`src/rtl/bsh_pkg.sv`:
```
package bsh_pkg;

  // Meaning of the data bits written to the control port
  localparam int CTRL_KEEP_MIRROR_BIT = 0;  // 0 arms mirror removal
  localparam int CTRL_KEEP_ROM_BIT    = 1;  // 0 switches the ROM out

  typedef enum logic [1:0] {
    CYC_IDLE  = 2'd0,
    CYC_READ  = 2'd1,
    CYC_WRITE = 2'd2
  } cyc_kind_t;

  typedef struct packed {
    logic rom_on;
    logic mirror_on;
    logic armed;
  } map_state_t;

endpackage

```
`src/rtl/bsh_ctrl_port.sv`:
```
module bsh_ctrl_port
  import bsh_pkg::*;
#(
  parameter int PORT_W    = 8,
  parameter int DATA_W    = 8,
  parameter int CTRL_PORT = 8'hF3
) (
  input  logic              io_wr,
  input  logic              bus_hold,
  input  logic [PORT_W-1:0] io_port,
  input  logic [DATA_W-1:0] io_data,
  output logic              req_drop_mirror,
  output logic              req_drop_rom
);

  localparam logic [PORT_W-1:0] PORT_MATCH = PORT_W'(CTRL_PORT);

  logic hit;
  logic unused_data;

  assign hit = io_wr && !bus_hold && (io_port == PORT_MATCH);

  assign req_drop_mirror = hit && !io_data[CTRL_KEEP_MIRROR_BIT];
  assign req_drop_rom    = hit && !io_data[CTRL_KEEP_ROM_BIT];

  assign unused_data = ^io_data;

endmodule

```
`src/rtl/bsh_map_state.sv`:
```
module bsh_map_state
  import bsh_pkg::*;
(
  input  logic       clk,
  input  logic       ext_clr,
  input  logic       hold,
  input  logic       req_drop_mirror,
  input  logic       req_drop_rom,
  input  logic       rom_fetch,
  output map_state_t st
);

  map_state_t st_nxt;

  always_comb begin
    st_nxt = st;
    if (req_drop_rom) begin
      st_nxt.rom_on    = 1'b0;
      st_nxt.mirror_on = 1'b0;
      st_nxt.armed     = 1'b0;
    end else begin
      if (req_drop_mirror && st.mirror_on) st_nxt.armed = 1'b1;
      if (st.armed && rom_fetch) begin
        st_nxt.mirror_on = 1'b0;
        st_nxt.armed     = 1'b0;
      end
    end
  end

  always_ff @(posedge clk) begin
    if (ext_clr) begin
      st.rom_on    <= 1'b1;
      st.mirror_on <= 1'b1;
      st.armed     <= 1'b0;
    end else begin
      st <= st_nxt;
    end
  end

  // the clear always lands in the boot state
  assert_clear_boot_state_R10: assert property (@(posedge clk)
    $past(ext_clr) |-> (st.rom_on && st.mirror_on && !st.armed));

  // removal can only be pending while the mirror is still there
  assert_armed_needs_mirror_R3: assert property (@(posedge clk) disable iff (ext_clr)
    st.armed |-> st.mirror_on);

  // a fetch from the ROM range ends an armed mirror
  assert_fetch_drops_mirror_R4: assert property (@(posedge clk) disable iff (ext_clr)
    (st.armed && rom_fetch) |=> (!st.mirror_on && !st.armed));

  // no mirror without the ROM
  assert_no_mirror_without_rom_R5: assert property (@(posedge clk) disable iff (ext_clr)
    !st.rom_on |-> !st.mirror_on);

  // processor reset never alters the mapping
  assert_hold_keeps_map_R7: assert property (@(posedge clk) disable iff (ext_clr)
    hold |=> ($stable(st.rom_on) && $stable(st.mirror_on)));

endmodule

```
`src/rtl/bsh_addr_decode.sv`:
```
module bsh_addr_decode
  import bsh_pkg::*;
#(
  parameter int ADDR_W    = 16,
  parameter int PAGE_BITS = 8,
  parameter int ROM_BASE  = 16'hD800,
  parameter bit REMAP_OR  = 1'b1
) (
  input  logic [ADDR_W-1:0] addr,
  input  cyc_kind_t         kind,
  input  map_state_t        st,
  output logic              rom_sel,
  output logic              ram_sel,
  output logic              rom_fetch,
  output logic [ADDR_W-1:0] rom_addr
);

  localparam int HI_W = ADDR_W - PAGE_BITS;
  localparam logic [ADDR_W-1:0] BASE = ADDR_W'(ROM_BASE);

  logic              in_low_page;
  logic              in_rom_range;
  logic              mirror_hit;
  logic [ADDR_W-1:0] mirrored;

  assign in_low_page  = (addr[ADDR_W-1:PAGE_BITS] == '0);
  assign in_rom_range = (addr >= BASE);
  assign mirror_hit   = st.mirror_on && in_low_page;

  generate
    if (REMAP_OR) begin : g_or_remap
      assign mirrored = addr | BASE;
    end else begin : g_splice_remap
      assign mirrored = {BASE[ADDR_W-1:PAGE_BITS], addr[PAGE_BITS-1:0]};
    end
  endgenerate

  assign rom_addr = mirror_hit ? mirrored : addr;

  always_comb begin
    rom_sel   = 1'b0;
    ram_sel   = 1'b0;
    rom_fetch = 1'b0;
    unique case (kind)
      CYC_READ: begin
        rom_fetch = st.rom_on && in_rom_range;
        rom_sel   = (st.rom_on && in_rom_range) || mirror_hit;
        ram_sel   = !rom_sel;
      end
      CYC_WRITE: ram_sel = 1'b1;
      default: ;
    endcase
  end

  logic unused_hi;
  assign unused_hi = (HI_W > 0) ? 1'b0 : 1'b1;

endmodule

```
`src/rtl/boot_shadow_ctl.sv`:
```
module boot_shadow_ctl
  import bsh_pkg::*;
#(
  parameter int ADDR_W    = 16,
  parameter int DATA_W    = 8,
  parameter int PORT_W    = 8,
  parameter int PAGE_BITS = 8,
  parameter int ROM_BASE  = 16'hD800,
  parameter int CTRL_PORT = 8'hF3,
  parameter bit REMAP_OR  = 1'b1
) (
  input  logic              clk,
  input  logic              ext_clr,
  input  logic              cpu_reset,
  input  logic              mem_rd,
  input  logic              mem_wr,
  input  logic              io_wr,
  input  logic [PORT_W-1:0] io_port,
  input  logic [DATA_W-1:0] io_data,
  input  logic [ADDR_W-1:0] cpu_addr,
  output logic              rom_sel,
  output logic              ram_sel,
  output logic [ADDR_W-1:0] rom_addr,
  output logic              mirror_armed
);

  cyc_kind_t  kind;
  map_state_t st;
  logic       req_drop_mirror;
  logic       req_drop_rom;
  logic       rom_fetch;

  always_comb begin
    if (cpu_reset)   kind = CYC_IDLE;
    else if (mem_rd) kind = CYC_READ;
    else if (mem_wr) kind = CYC_WRITE;
    else             kind = CYC_IDLE;
  end

  bsh_ctrl_port #(
    .PORT_W   (PORT_W),
    .DATA_W   (DATA_W),
    .CTRL_PORT(CTRL_PORT)
  ) u_port (
    .io_wr          (io_wr),
    .bus_hold       (cpu_reset),
    .io_port        (io_port),
    .io_data        (io_data),
    .req_drop_mirror(req_drop_mirror),
    .req_drop_rom   (req_drop_rom)
  );

  bsh_map_state u_state (
    .clk            (clk),
    .ext_clr        (ext_clr),
    .hold           (cpu_reset),
    .req_drop_mirror(req_drop_mirror),
    .req_drop_rom   (req_drop_rom),
    .rom_fetch      (rom_fetch),
    .st             (st)
  );

  bsh_addr_decode #(
    .ADDR_W   (ADDR_W),
    .PAGE_BITS(PAGE_BITS),
    .ROM_BASE (ROM_BASE),
    .REMAP_OR (REMAP_OR)
  ) u_dec (
    .addr     (cpu_addr),
    .kind     (kind),
    .st       (st),
    .rom_sel  (rom_sel),
    .ram_sel  (ram_sel),
    .rom_fetch(rom_fetch),
    .rom_addr (rom_addr)
  );

  assign mirror_armed = st.armed;

  // memory writes never reach the ROM
  assert_write_not_rom_R8: assert property (@(posedge clk) disable iff (ext_clr)
    (mem_wr && !mem_rd) |-> !rom_sel);

  // one select per memory cycle, none otherwise
  assert_one_select_R9: assert property (@(posedge clk) disable iff (ext_clr)
    ((mem_rd || mem_wr) && !cpu_reset) |-> ($countones({rom_sel, ram_sel}) == 1));

  assert_idle_no_select_R9: assert property (@(posedge clk) disable iff (ext_clr)
    (!(mem_rd || mem_wr) || cpu_reset) |-> (!rom_sel && !ram_sel));

  // a mirrored read always lands on the ROM's first page
  assert_low_page_to_rom_R1: assert property (@(posedge clk) disable iff (ext_clr)
    (rom_sel && (cpu_addr[ADDR_W-1:PAGE_BITS] == '0))
      |-> (rom_addr[PAGE_BITS-1:0] == cpu_addr[PAGE_BITS-1:0] && rom_addr >= ADDR_W'(ROM_BASE)));

endmodule

```
`config.mk`:
```
export PLATFORM = sky130hd
export DESIGN_NAME = boot_shadow_ctl
export DESIGN_NICKNAME = d
export VERILOG_FILES = /design/src/rtl/bsh_pkg.sv /design/src/rtl/bsh_ctrl_port.sv /design/src/rtl/bsh_map_state.sv /design/src/rtl/bsh_addr_decode.sv /design/src/rtl/boot_shadow_ctl.sv
export SDC_FILE = /design/constraint.sdc
export NUM_CORES = 1
export LEC_CHECK = 0
export BUFFER_PORTS_ARGS = -buffer_cell sky130_fd_sc_hd__buf_2
export CORE_MARGIN = 5
export CORE_UTILIZATION = 27
export DETAILED_ROUTE_END_ITERATION = 8
export PLACE_DENSITY_LB_ADDON = 0.2
export SLEW_MARGIN = 15
export SYNTH_ARGS = -nofsm -noshare
export SYNTH_HDL_FRONTEND = slang
export SYNTH_SLANG_ARGS = --single-unit
```
`constraint.sdc`:
```
create_clock -name clk -period 1.3 [get_ports clk]
set_input_delay 0.195 -clock clk [delete_from_list [all_inputs] [get_ports clk]]
set_output_delay 0.195 -clock clk [all_outputs]
set_load 0.1 [all_outputs]
```
==> summary.txt <==
status = finished with violations
violated checks = negative setup slack
initial antenna violation count = 0
number of synthesized register bits = 3
Flop pwr share = 0.172
Switching Fraction = 0.4022
vias in the first global route = 396
Top Registers = u_state.st (3)
Clock transition at path regs = 0.04 ns
static leakage = 0.0003821 uW
clk_lat worst skew = 0.23 ns
CP Class = reg -> out
Most used DFF post-synth = dfxtp_1
DR vias = 425
Setup crit start kind = register
fin crit share = 1.165
Final Critical Period = 1.514 ns
synthesized cell area = 356.6 um^2
FILL cells = 119
# setup viols final = 6
sequential-to-total area share from yosys stat = 0.1684
Post-Syn Instances = 44
num rows = 13
Fmax achieved = 660.4 MHz
P_int = 322.5 uW
CP bufs+invs = 2
CP Max Fanout = 2
total global-route track usage = 0.1120
DRC viols = 0
post-synthesis net count = 82
Final Power = 539.4 uW
pin count of the biggest net entering global routing = 6
CTS H-Tree Depth = 1
Final Wtd Congestion = 0.5849
Die Height = 46.34 um
I/O pin count = 57
cell family with most CP delay = flip-flops
count leader, synth = buf_4
fin worst setup slack = -0.2143 ns
CTS tree = done
Core ar. = 1269 um^2
asr flop ratio synth = 0
CP max stage cell = dfxtp_2
clk root buf = clkbuf_4
worst vdd ir = 633.7 uV
RSZ-0062 raised after global routing = yes
max_cap viols = 0
area grow syn2layout = 111.6%
Pwr Density = 714.9 nW/um^2
max FFs per register = 3
routed wire length = 1178 um
Starting Density = 0.2811
Hold/Removal Path Class = in -> reg
skew final = 0.0006953 ns
clock power share = 0.299
Total Nets Final = 122
die span in x = 46.34 um
global-route wire length before repair = 1731 um
layout cell share with drive strength beyond 1 = 0.8072
largest area contributor in the netlist = buf_4
Crit path largest cell delay = 0.32 ns
NetSw = 216.9 uW
CP arrival = 1.32 ns
Final ANT Viol Nets = 0
footprint of the multi-input gates = 245.2 um^2
Iteration-0 DRC Markers = 0
EDFF count, synth = 0
DR vias/cell = 4.337
crit end category = primary output
register area = 63.81 um^2
DP Wirelength = 1063 um
drt pass-1 iters = 1
slew margin rel. = 0.6771
commonest cells in the netlist = buf_4, nor2_1, or2b_1, dfxtp_1, inv_1
CTS max path bufs = 2
Post-Place Setup Slack = -0.3153 ns
Worst Tran Pin Value = 0.4877 ns
Biggest register = u_state.st
gr ovfl total = 0
DR WL/cell = 12.02 um
yosys warns = 0
# diodes = 0
number of distinct library cells after synthesis = 20
Area contributors post-synth = buf_4, dfxtp_1, or2b_1
Num Clock Sinks = 3
port bufs = 34
Die ar. = 2147 um^2
Final Max Slew Viols = 0
Req. time, crit path = 1.11 ns
crit-path cells = nand3_2 -> or2_4 -> buf_6 -> a21oi_4 -> buf_12
Final Hold Viols = 0
Logic pwr share = 0.529
Syn Area/Cell = 8.104 um^2
CTS buffer count = 3
post-synth top area share = 0.2526
-- cells in the final DEF (no fill, tap or decap) --
cell and count:
and4_1 1, nand2b_1 1, and4b_4 2, a32o_2 1, or2b_4 4, buf_6 3, buf_2 25, o21ai_0 1
o31ai_1 1, a21oi_1 1, a41oi_1 1, dfxtp_2 3, clkbuf_1 1, nor4b_2 1, nand3_2 1, inv_1 3
clkbuf_4 3, nor2_1 4, nand4_1 1, a21oi_4 1, nor4_4 1, nor2b_1 1, nor4_2 1, or2_4 1
buf_12 7, buf_4 12, and2b_2 1
-- stage by stage --
stage | std cells | instance area (um^2) | TNS, ns | util | hold slack [ns]
global route | 98 | 754.5 | -1.337 | 0.5947 | 0.1301
CTS | 98 | 748.2 | -0.8843 | 0.5897 | 0.1328
finish | 98 | 754.5 | -0.8868 | 0.5947 | 0.1406
detailed placement | 91 | 658.1 | -1.438 | 0.5187 | 0.3796
floorplan | 44 | 394.1 | -0.3341 | - | 0.2586
global placement | 91 | 658.1 | -1.439 | 0.5187 | 0.3758
-- power groups by stage --
stage	registers [uW]	logic (uW)	clock network [uW]
detailed placement	94.0	267	0
CTS	92.6	287	169
global route	92.4	297	183
finish	92.6	286	161
floorplan	94.2	282	0
global placement	94.0	265	0
-- cells by family (layout without fill, tap and decap cells) --
family / Yosys count / after routing / synth area share
and+or+nand+nor: 20 / 20 / 0.4316
buffers and inverters: 15 / 54 / 0.2842
AOI/OAI and AO/OA: 6 / 6 / 0.1158
DFF: 3 / 3 / 0.1684
-- cell type report --
class	instances	share of cell area
clock buffer	4	0.03483
inverter	3	0.01493
multi-input combinational	26	0.3250
sequential	3	0.08458
tap	15	0.02488
timing repair buffer	47	0.5158
-- layer usage --
metal / vias to the layer above / wire length (um) / track usage
met3: 0 / 128 / 0.04297
met5: - / 0 / 0
met1: 188 / 389 / 0.1213
li1: 222 / - / -
met2: 15 / 661 / 0.1868
met4: 0 / 0 / 0.05682
-- path summary, 6_finish.rpt --
path / startpoint / to / slack, ns / cells after the start
setup / recovery: u_state.st[2] / rom_sel / -0.21 / 5
hold / removal: ext_clr / u_state.st[0] / 0.14 / 2
setup reg to reg: u_state.st[2] / u_state.st[1] / 0.11 / 6
hold reg to reg: u_state.st[2] / u_state.st[2] / 0.47 / 2
-- timing repair --
item | 4_1_cts | 5_1_grt
hold buffers | 0 | 0
buffers inserted | 3 | 0
gates cloned | 0 | 0
pin swaps | 4 | 1
gates resized for setup | 11 | 1
endpoints found under the setup margin | 6 | 7
Note: power is estimated with default switching activity, not from simulation.
